## config.mk

```make
export PLATFORM = sky130hd
export DESIGN_NAME = zc_gain_ctrl
export DESIGN_NICKNAME = d
export VERILOG_FILES = /design/src/rtl/zc_gain_pkg.sv /design/src/rtl/zc_detect.sv /design/src/rtl/zc_chan_ctrl.sv /design/src/rtl/zc_scaler.sv /design/src/rtl/zc_gain_ctrl.sv
export SDC_FILE = /design/constraint.sdc
export NUM_CORES = 1
export LEC_CHECK = 0
export CAP_MARGIN = 30
export CORE_MARGIN = 1
export CORE_UTILIZATION = 45
export DETAILED_ROUTE_END_ITERATION = 16
export GPL_ROUTABILITY_DRIVEN = 0
export SLEW_MARGIN = 20
export SYNTH_ARGS = -nofsm -noshare
export SYNTH_HDL_FRONTEND = slang
export SYNTH_HIERARCHICAL = 1
export SYNTH_SLANG_ARGS = --single-unit
```

## constraint.sdc

```tcl
create_clock -name clk -period 17.6 [get_ports clk]
set_clock_uncertainty 0.1 [all_clocks]
set_input_delay 5.28 -clock clk [delete_from_list [all_inputs] [get_ports clk]]
set_output_delay 5.28 -clock clk [all_outputs]
set_load 0.05 [all_outputs]
```

## src/rtl/zc_gain_pkg.sv

```systemverilog
// Package: shared constants and gain mantissa for the zero-crossing attenuator.
// Assumes 12 steps of 0.5 dB per 6 dB octave; mantissas are Q16 unsigned.
package zc_gain_pkg;
    localparam int MANT_FRAC     = 16;
    localparam int MANT_W        = 17;
    localparam int STEPS_PER_OCT = 12;
    localparam int NUM_CH        = 2;

    // Fractional gain for a step position within one octave, 10^(-k/40) in Q16.
    function automatic logic [MANT_W-1:0] step_mantissa(input logic [3:0] idx);
        logic [MANT_W-1:0] m;
        case (idx)
            4'd0:    m = 17'd65536;
            4'd1:    m = 17'd61870;
            4'd2:    m = 17'd58409;
            4'd3:    m = 17'd55142;
            4'd4:    m = 17'd52057;
            4'd5:    m = 17'd49145;
            4'd6:    m = 17'd46396;
            4'd7:    m = 17'd43801;
            4'd8:    m = 17'd41350;
            4'd9:    m = 17'd39037;
            4'd10:   m = 17'd36854;
            default: m = 17'd34792;
        endcase
        return m;
    endfunction
endpackage

```

## src/rtl/zc_detect.sv

```systemverilog
// Module: zero-crossing detector for one channel.
// Reports a crossing on a valid sample that equals zero or whose sign
// differs from the previous valid sample. Assumes the previous sign resets
// to non-negative. Only valid samples update the remembered sign.
module zc_detect #(
    parameter int SAMPLE_W = 16
) (
    input  logic                clk,
    input  logic                rst_n,
    input  logic                valid,
    input  logic [SAMPLE_W-1:0] sample,
    output logic                zc
);
    logic prev_neg_q;

    // Crossing decision for the sample on the input this cycle.
    always_comb begin
        zc = valid && ((sample[SAMPLE_W-1] != prev_neg_q) || (sample == '0));
    end

    // Remember the sign of the last accepted sample.
    always_ff @(posedge clk) begin
        if (!rst_n)
            prev_neg_q <= 1'b0;
        else if (valid)
            prev_neg_q <= sample[SAMPLE_W-1];
    end

    AST_SIGN_TRACK: assert property (@(posedge clk) disable iff (!rst_n)
        valid |=> prev_neg_q == $past(sample[SAMPLE_W-1]));
endmodule

```

## src/rtl/zc_chan_ctrl.sv

```systemverilog
// Module: per-channel pending-setting controller.
// Holds the active attenuation/mute and one pending request. The pending
// request is applied on a zero crossing or on the TIMEOUT-th valid sample
// after the request. A load in the same cycle as a sample lets that sample
// use the old pending state; the load then replaces it.
module zc_chan_ctrl #(
    parameter int ATTEN_W = 8,
    parameter int TIMEOUT = 1024
) (
    input  logic               clk,
    input  logic               rst_n,
    input  logic               load,
    input  logic [ATTEN_W-1:0] tgt_atten,
    input  logic               tgt_mute,
    input  logic               valid,
    input  logic               zc,
    output logic [ATTEN_W-1:0] eff_atten,
    output logic               eff_mute
);
    localparam int CNT_W = (TIMEOUT > 1) ? $clog2(TIMEOUT) : 1;
    localparam logic [CNT_W-1:0] LAST = CNT_W'(TIMEOUT - 1);

    logic [ATTEN_W-1:0] cur_atten_q, pend_atten_q;
    logic               cur_mute_q, pend_mute_q;
    logic               pend_q;
    logic [CNT_W-1:0]   cnt_q;
    logic               apply;

    // Decide whether this sample switches to the pending setting.
    always_comb begin
        apply     = valid && pend_q && (zc || (cnt_q == LAST));
        eff_atten = apply ? pend_atten_q : cur_atten_q;
        eff_mute  = apply ? pend_mute_q  : cur_mute_q;
    end

    // Active setting: takes the pending one when it is applied.
    always_ff @(posedge clk) begin
        if (!rst_n) begin
            cur_atten_q <= '0;
            cur_mute_q  <= 1'b0;
        end else if (apply) begin
            cur_atten_q <= pend_atten_q;
            cur_mute_q  <= pend_mute_q;
        end
    end

    // Pending request, its value and its timeout counter.
    always_ff @(posedge clk) begin
        if (!rst_n) begin
            pend_q       <= 1'b0;
            pend_atten_q <= '0;
            pend_mute_q  <= 1'b0;
            cnt_q        <= '0;
        end else if (load) begin
            pend_q       <= 1'b1;
            pend_atten_q <= tgt_atten;
            pend_mute_q  <= tgt_mute;
            cnt_q        <= '0;
        end else if (apply) begin
            pend_q <= 1'b0;
            cnt_q  <= '0;
        end else if (valid && pend_q) begin
            cnt_q <= cnt_q + 1'b1;
        end
    end

    AST_LOAD_SETS_PEND: assert property (@(posedge clk) disable iff (!rst_n)
        load |=> pend_q && (cnt_q == '0));
    AST_IDLE_CNT_CLEAR: assert property (@(posedge clk) disable iff (!rst_n)
        !pend_q |-> (cnt_q == '0));
    AST_TIMEOUT_APPLY: assert property (@(posedge clk) disable iff (!rst_n)
        (valid && pend_q && (cnt_q == LAST) && !load)
        |=> !pend_q && (cur_atten_q == $past(pend_atten_q)));
    AST_ZC_APPLY: assert property (@(posedge clk) disable iff (!rst_n)
        (valid && pend_q && zc && !load) |=> !pend_q);
    AST_HOLD_NO_PEND: assert property (@(posedge clk) disable iff (!rst_n)
        !pend_q |=> $stable(cur_atten_q) && $stable(cur_mute_q));
endmodule

```

## src/rtl/zc_scaler.sv

```systemverilog
// Module: registered gain stage for one channel.
// Multiplies by a Q16 mantissa selected by the step position in the octave,
// then shifts right by 16 plus the octave count. Mute forces zero. The output
// register loads only on enabled (valid) cycles.
module zc_scaler
    import zc_gain_pkg::*;
#(
    parameter int SAMPLE_W = 16,
    parameter int ATTEN_W  = 8
) (
    input  logic                       clk,
    input  logic                       rst_n,
    input  logic                       en,
    input  logic signed [SAMPLE_W-1:0] sample,
    input  logic        [ATTEN_W-1:0]  atten,
    input  logic                       mute,
    output logic        [SAMPLE_W-1:0] out_q
);
    localparam int PROD_W = SAMPLE_W + MANT_W + 1;

    logic [ATTEN_W-1:0]       oct, pos;
    logic [MANT_W-1:0]        mant;
    logic signed [PROD_W-1:0] prod, shifted;
    logic [SAMPLE_W-1:0]      scaled;

    // Split step count into octave shift and in-octave mantissa, then scale.
    always_comb begin
        oct     = atten / ATTEN_W'(STEPS_PER_OCT);
        pos     = atten % ATTEN_W'(STEPS_PER_OCT);
        mant    = step_mantissa(pos[3:0]);
        prod    = PROD_W'(sample) * $signed({1'b0, mant});
        shifted = prod >>> (MANT_FRAC + int'(oct));
        scaled  = mute ? '0 : shifted[SAMPLE_W-1:0];
    end

    // Output register.
    always_ff @(posedge clk) begin
        if (!rst_n)
            out_q <= '0;
        else if (en)
            out_q <= scaled;
    end

    AST_MUTE_ZERO: assert property (@(posedge clk) disable iff (!rst_n)
        (en && mute) |=> (out_q == '0));
    AST_UNITY_PASS: assert property (@(posedge clk) disable iff (!rst_n)
        (en && !mute && (atten == '0)) |=> (out_q == $past(sample)));
endmodule

```

## src/rtl/zc_gain_ctrl.sv

```systemverilog
// Module: top of the zero-crossing gated stereo attenuator.
// One detector, controller and scaler per channel. A single load strobe
// requests a new setting for both channels. Outputs lag in_valid by one clock.
module zc_gain_ctrl
    import zc_gain_pkg::*;
#(
    parameter int SAMPLE_W = 16,
    parameter int ATTEN_W  = 8,
    parameter int TIMEOUT  = 1024
) (
    input  logic                clk,
    input  logic                rst_n,
    input  logic                in_valid,
    input  logic [SAMPLE_W-1:0] in_left,
    input  logic [SAMPLE_W-1:0] in_right,
    input  logic                tgt_load,
    input  logic [ATTEN_W-1:0]  tgt_atten,
    input  logic                tgt_mute,
    output logic                out_valid,
    output logic [SAMPLE_W-1:0] out_left,
    output logic [SAMPLE_W-1:0] out_right
);
    logic [SAMPLE_W-1:0] ch_in  [NUM_CH];
    logic [SAMPLE_W-1:0] ch_out [NUM_CH];

    assign ch_in[0]  = in_left;
    assign ch_in[1]  = in_right;
    assign out_left  = ch_out[0];
    assign out_right = ch_out[1];

    for (genvar c = 0; c < NUM_CH; c++) begin : g_ch
        logic               zc;
        logic [ATTEN_W-1:0] eff_atten;
        logic               eff_mute;

        zc_detect #(.SAMPLE_W(SAMPLE_W)) u_det (
            .clk(clk), .rst_n(rst_n), .valid(in_valid),
            .sample(ch_in[c]), .zc(zc)
        );

        zc_chan_ctrl #(.ATTEN_W(ATTEN_W), .TIMEOUT(TIMEOUT)) u_ctrl (
            .clk(clk), .rst_n(rst_n), .load(tgt_load),
            .tgt_atten(tgt_atten), .tgt_mute(tgt_mute),
            .valid(in_valid), .zc(zc),
            .eff_atten(eff_atten), .eff_mute(eff_mute)
        );

        zc_scaler #(.SAMPLE_W(SAMPLE_W), .ATTEN_W(ATTEN_W)) u_scale (
            .clk(clk), .rst_n(rst_n), .en(in_valid),
            .sample($signed(ch_in[c])), .atten(eff_atten), .mute(eff_mute),
            .out_q(ch_out[c])
        );
    end

    // Output strobe follows the input strobe by one clock.
    always_ff @(posedge clk) begin
        if (!rst_n)
            out_valid <= 1'b0;
        else
            out_valid <= in_valid;
    end

    AST_VALID_LATENCY: assert property (@(posedge clk) disable iff (!rst_n)
        in_valid |=> out_valid);
    AST_VALID_IDLE: assert property (@(posedge clk) disable iff (!rst_n)
        !in_valid |=> !out_valid);
    AST_OUT_HOLD: assert property (@(posedge clk) disable iff (!rst_n)
        !in_valid |=> $stable(out_left) && $stable(out_right));
endmodule

```

==> impl_metrics.ini, run 1 <==
[synthesis]
yosys_warnings = 6
syn-num-nets = 3912
ys_ff_latch = 93
netlist_top_cells_count = inv_1 (545), nand2_1 (435), fa_1 (416)
synthCells = 3189
synth_area_leaders = fa_1 (31%), ha_1 (12%), inv_1 (7.7%)
seq_area_frac_synth_pct = 7.00
ys_async_sr_fraction_pct = 0
synth_top_area_share_pct = 31.3
syn_area_um2 = 26600
synth.distinct_cells = 109
yosys.area.top_type = fa_1
post-synth-top-count-cell = inv_1
synthFlopType = dfxtp_1
syn_avg_cell_area_um2 = 8.34
synth_edf_count = 0

[worst_setup_path]
cp_common_cell = fa_1
r2r_setup_slack_ns = 6.13
crit_type = input pin to register
crit_path_max_incr_delay_ns = 0.70
cp-start-kind = input pin
crit_path_end_kind = register
arrival_ns = 17.07
worstPathMaxFanout = 18
critical_path_required_ns = 17.71
slowest_stage = mux2i_2

[clock_tree]
ctsLongestPathBuffers = 2
cts_hold_buf = 0
clk_pin_slew_ns = 0.07
cts.sinks = 93
root_buffer = clkbuf_16
insertion_delay_ns = 0.35
cts_buffers = 9
cts_tree = built
h-tree-depth = 3

[routing]
vias_per_cell = 5.57
drtAntennaViolNets = 0
drt_iter0_drc = 1492
drt-total-wl_mm = 73.3
via_count = 22100
drc = 0
first_pass_iters = 5
wl_per_cell_um = 18.5

[grt]
grt_usage_pct = 25.1
antenna_found_initial = 0
grt_pass1_vias = 22600
grt_start_max_net_pins = 76
grt_pass1_wl_mm = 121
met1_usage_pct = 36.0
met2_usage_pct = 39.8
top_usage_layer = met2
grt_use_met3_pct = 3.58
overflow = 0

[sta]
rsz0062_at_grt = false
tightest_slew_ns = 0.924
finalSetupViolations = 0
finalCritPeriodShare_pct = 96.3
worst_slack_ns = 0.645
final.min_clock_period_ns = 16.95
slew_viol_final = 0
setup_tns_ns = 0
hold_viol_final = 0
timing.fmax_ghz = 0.0590
relSlewSlack_pct = 38.3

[power]
p_comb_share_pct = 88.6
leakage_nw = 13.7
power.switching_w = 0.00234
clkPwrFrac_pct = 5.0
internal_power_w = 0.00168
power_density_nw_per_um2 = 141
switching_share_pct = 58.2
peakVddDrop_mv = 0.166
power_frac_seq_pct = 6.4

[die]
die_y_um = 245
io_pins = 78
rows = 88
dieArea_um2 = 60000
initial_core_util_pct = 45.8
core_um2 = 58000
die_x_um = 245

[run]
cap_violations = 0

[final_layout]
drive_gt1_share_pct = 6.19
post-route-util_pct = 49.1
fin_area_um2 = 28500
nets = 3917
synthToLayoutAreaGrowth_pct = 7.17
n_antenna_cell = 0
stdcell_count = 3964

[placement]
dp_slack_ns = 0.478
placedCellCount = 3944
dp_hpwl_mm = 58.7
io_buffers = 77
postPlaceCellArea_um2 = 28100

[run_status]
status = complete, no violations

[min_path]
worst_hold_path_type = register to register
sequential cells by signal (all words and copies together), names as in the netlist:
name,cells
g_ch.u_ctrl/cnt_q,20
g_ch.u_ctrl/cur_atten_q,16
g_ch.u_ctrl/cur_mute_q,2
g_ch.u_ctrl/pend_atten_q,16
g_ch.u_ctrl/pend_mute_q,2
g_ch.u_ctrl/pend_q,2
g_ch.u_det/prev_neg_q,2
g_ch.u_scale/out_q,32
out_valid,1
area by class of cell:
class	instances	area, um^2
tap	765	957
fill	5488	29500
timing repair buffer	158	1380
multi-input combinational	2385	21900
inverter	547	2050
clock inverter	7	86.3
sequential	93	1860
clock buffer	9	225
critical path, delay by kind of cell:
family / cells / cell delay (ns)
buffers and inverters: 5 / 0.87
AOI/OAI and AO/OA: 10 / 2.90
adders and majority gates: 7 / 3.62
muxes: 4 / 1.63
and+or+nand+nor: 10 / 2.71
placed cells by master, fill, tap and decap left out, types with 7 or more instances in the layout:
master	n
a211oi_1	49
or3_1	18
and2_1	244
and3_1	37
o21ai_0	66
o21a_1	13
xnor2_1	28
clkbuf_16	9
o21ai_1	22
clkdlybuf4s50_1	76
nand2b_1	31
nand4_1	16
nand3_1	46
nor2b_1	38
nor2_1	112
xor2_1	13
inv_1	545
or2_2	12
o31ai_1	15
ha_1	262
mux2i_1	62
or4_1	13
nor3_1	42
a21o_1	24
nand2_1	435
dfxtp_1	93
a211o_1	11
fa_1	416
a31oi_1	24
a311oi_1	7
a21oi_1	92
o211ai_1	41
and4_1	7
buf_4	78
mux2_2	23
o22ai_1	8
per-layer routing:
metal	part of all wire [%]	wire length, um
met4	2.1	1560
met1	46	33800
met2	45	33100
met5	0	0
met3	6.7	4940
power by group through the flow:
stage | Clock (W) | Combinational, W | Sequential, W
6_report | 0.000202 | 0.00356 | 0.000256
5_1_grt | 0.000218 | 0.00392 | 0.000258
4_1_cts | 0.000208 | 0.00352 | 0.000256
3_5_place_dp | 0 | 0.00348 | 0.000260
3_3_place_gp | 0 | 0.00346 | 0.000260
2_1_floorplan | 0 | 0.00250 | 0.000330
what timing repair did:
item | in CTS | in global routing
setup endpoints to repair | 0 | 2
endpoints found under the hold margin | 0 | 0
resized for setup | 0 | 2
setup buffers | 0 | 0
final timing paths:
| kind | end | depth (start not counted) | startpoint |
|---|---|---|---|
| setup / recovery | g_ch[1].u_scale/out_q[1] | 36 | in_right[13] |
| hold / removal | g_ch[1].u_scale/out_q[13] | 2 | g_ch[1].u_scale/out_q[13] |
| setup reg to reg | g_ch[1].u_scale/out_q[1] | 31 | g_ch[1].u_ctrl/cnt_q[3] |
| hold reg to reg | g_ch[1].u_scale/out_q[13] | 2 | g_ch[1].u_scale/out_q[13] |
metrics by stage:
step / hold WS [ns] / power [W]
after floorplan: 0.335 / 0.00283
after global placement: 0.340 / 0.00372
after detailed placement: 0.345 / 0.00374
after CTS: 0.355 / 0.00398
after global routing: 0.382 / 0.00440
final: 0.350 / 0.00401
cell families after synthesis:
logic type	Yosys count	synth area share, %
flops	93	7.00
mux	91	3.66
simple gates	1091	20.6
xor+xnor	45	1.57
buf+inv	711	10.6
compound gates	479	12.9
fa+ha+maj	679	43.7
(Power assumes the default switching activity.)
==> inputs of run 2 (changes only) <==
--- a/config.mk
+++ b/config.mk
@@ -9,4 +9,5 @@
 export CORE_MARGIN = 1
 export CORE_UTILIZATION = 45
+export CTS_CLUSTER_DIAMETER = 150
 export DETAILED_ROUTE_END_ITERATION = 16
 export GPL_ROUTABILITY_DRIVEN = 0
--- a/constraint.sdc
+++ b/constraint.sdc
@@ -3,3 +3,3 @@
 set_input_delay 5.28 -clock clk [delete_from_list [all_inputs] [get_ports clk]]
 set_output_delay 5.28 -clock clk [all_outputs]
-set_load 0.05 [all_outputs]
+set_load 0.01 [all_outputs]
==> results of run 2 <==
The final DEF is identical to that of run 1. Status: complete, no violations.
Main changes from that run: total power 0.00401 W -> 0.00395 W; worst IR drop on VDD 0.166 mV -> 0.157 mV
==> inputs of run 3 (changes only) <==
Settings changed: CORE_MARGIN 1 to not set.
==> results of run 3 <==
The final DEF is identical to that of run 1. Status: complete, no violations.
Main changes from that run: total power 0.00401 W -> 0.00395 W; worst IR drop on VDD 0.166 mV -> 0.157 mV
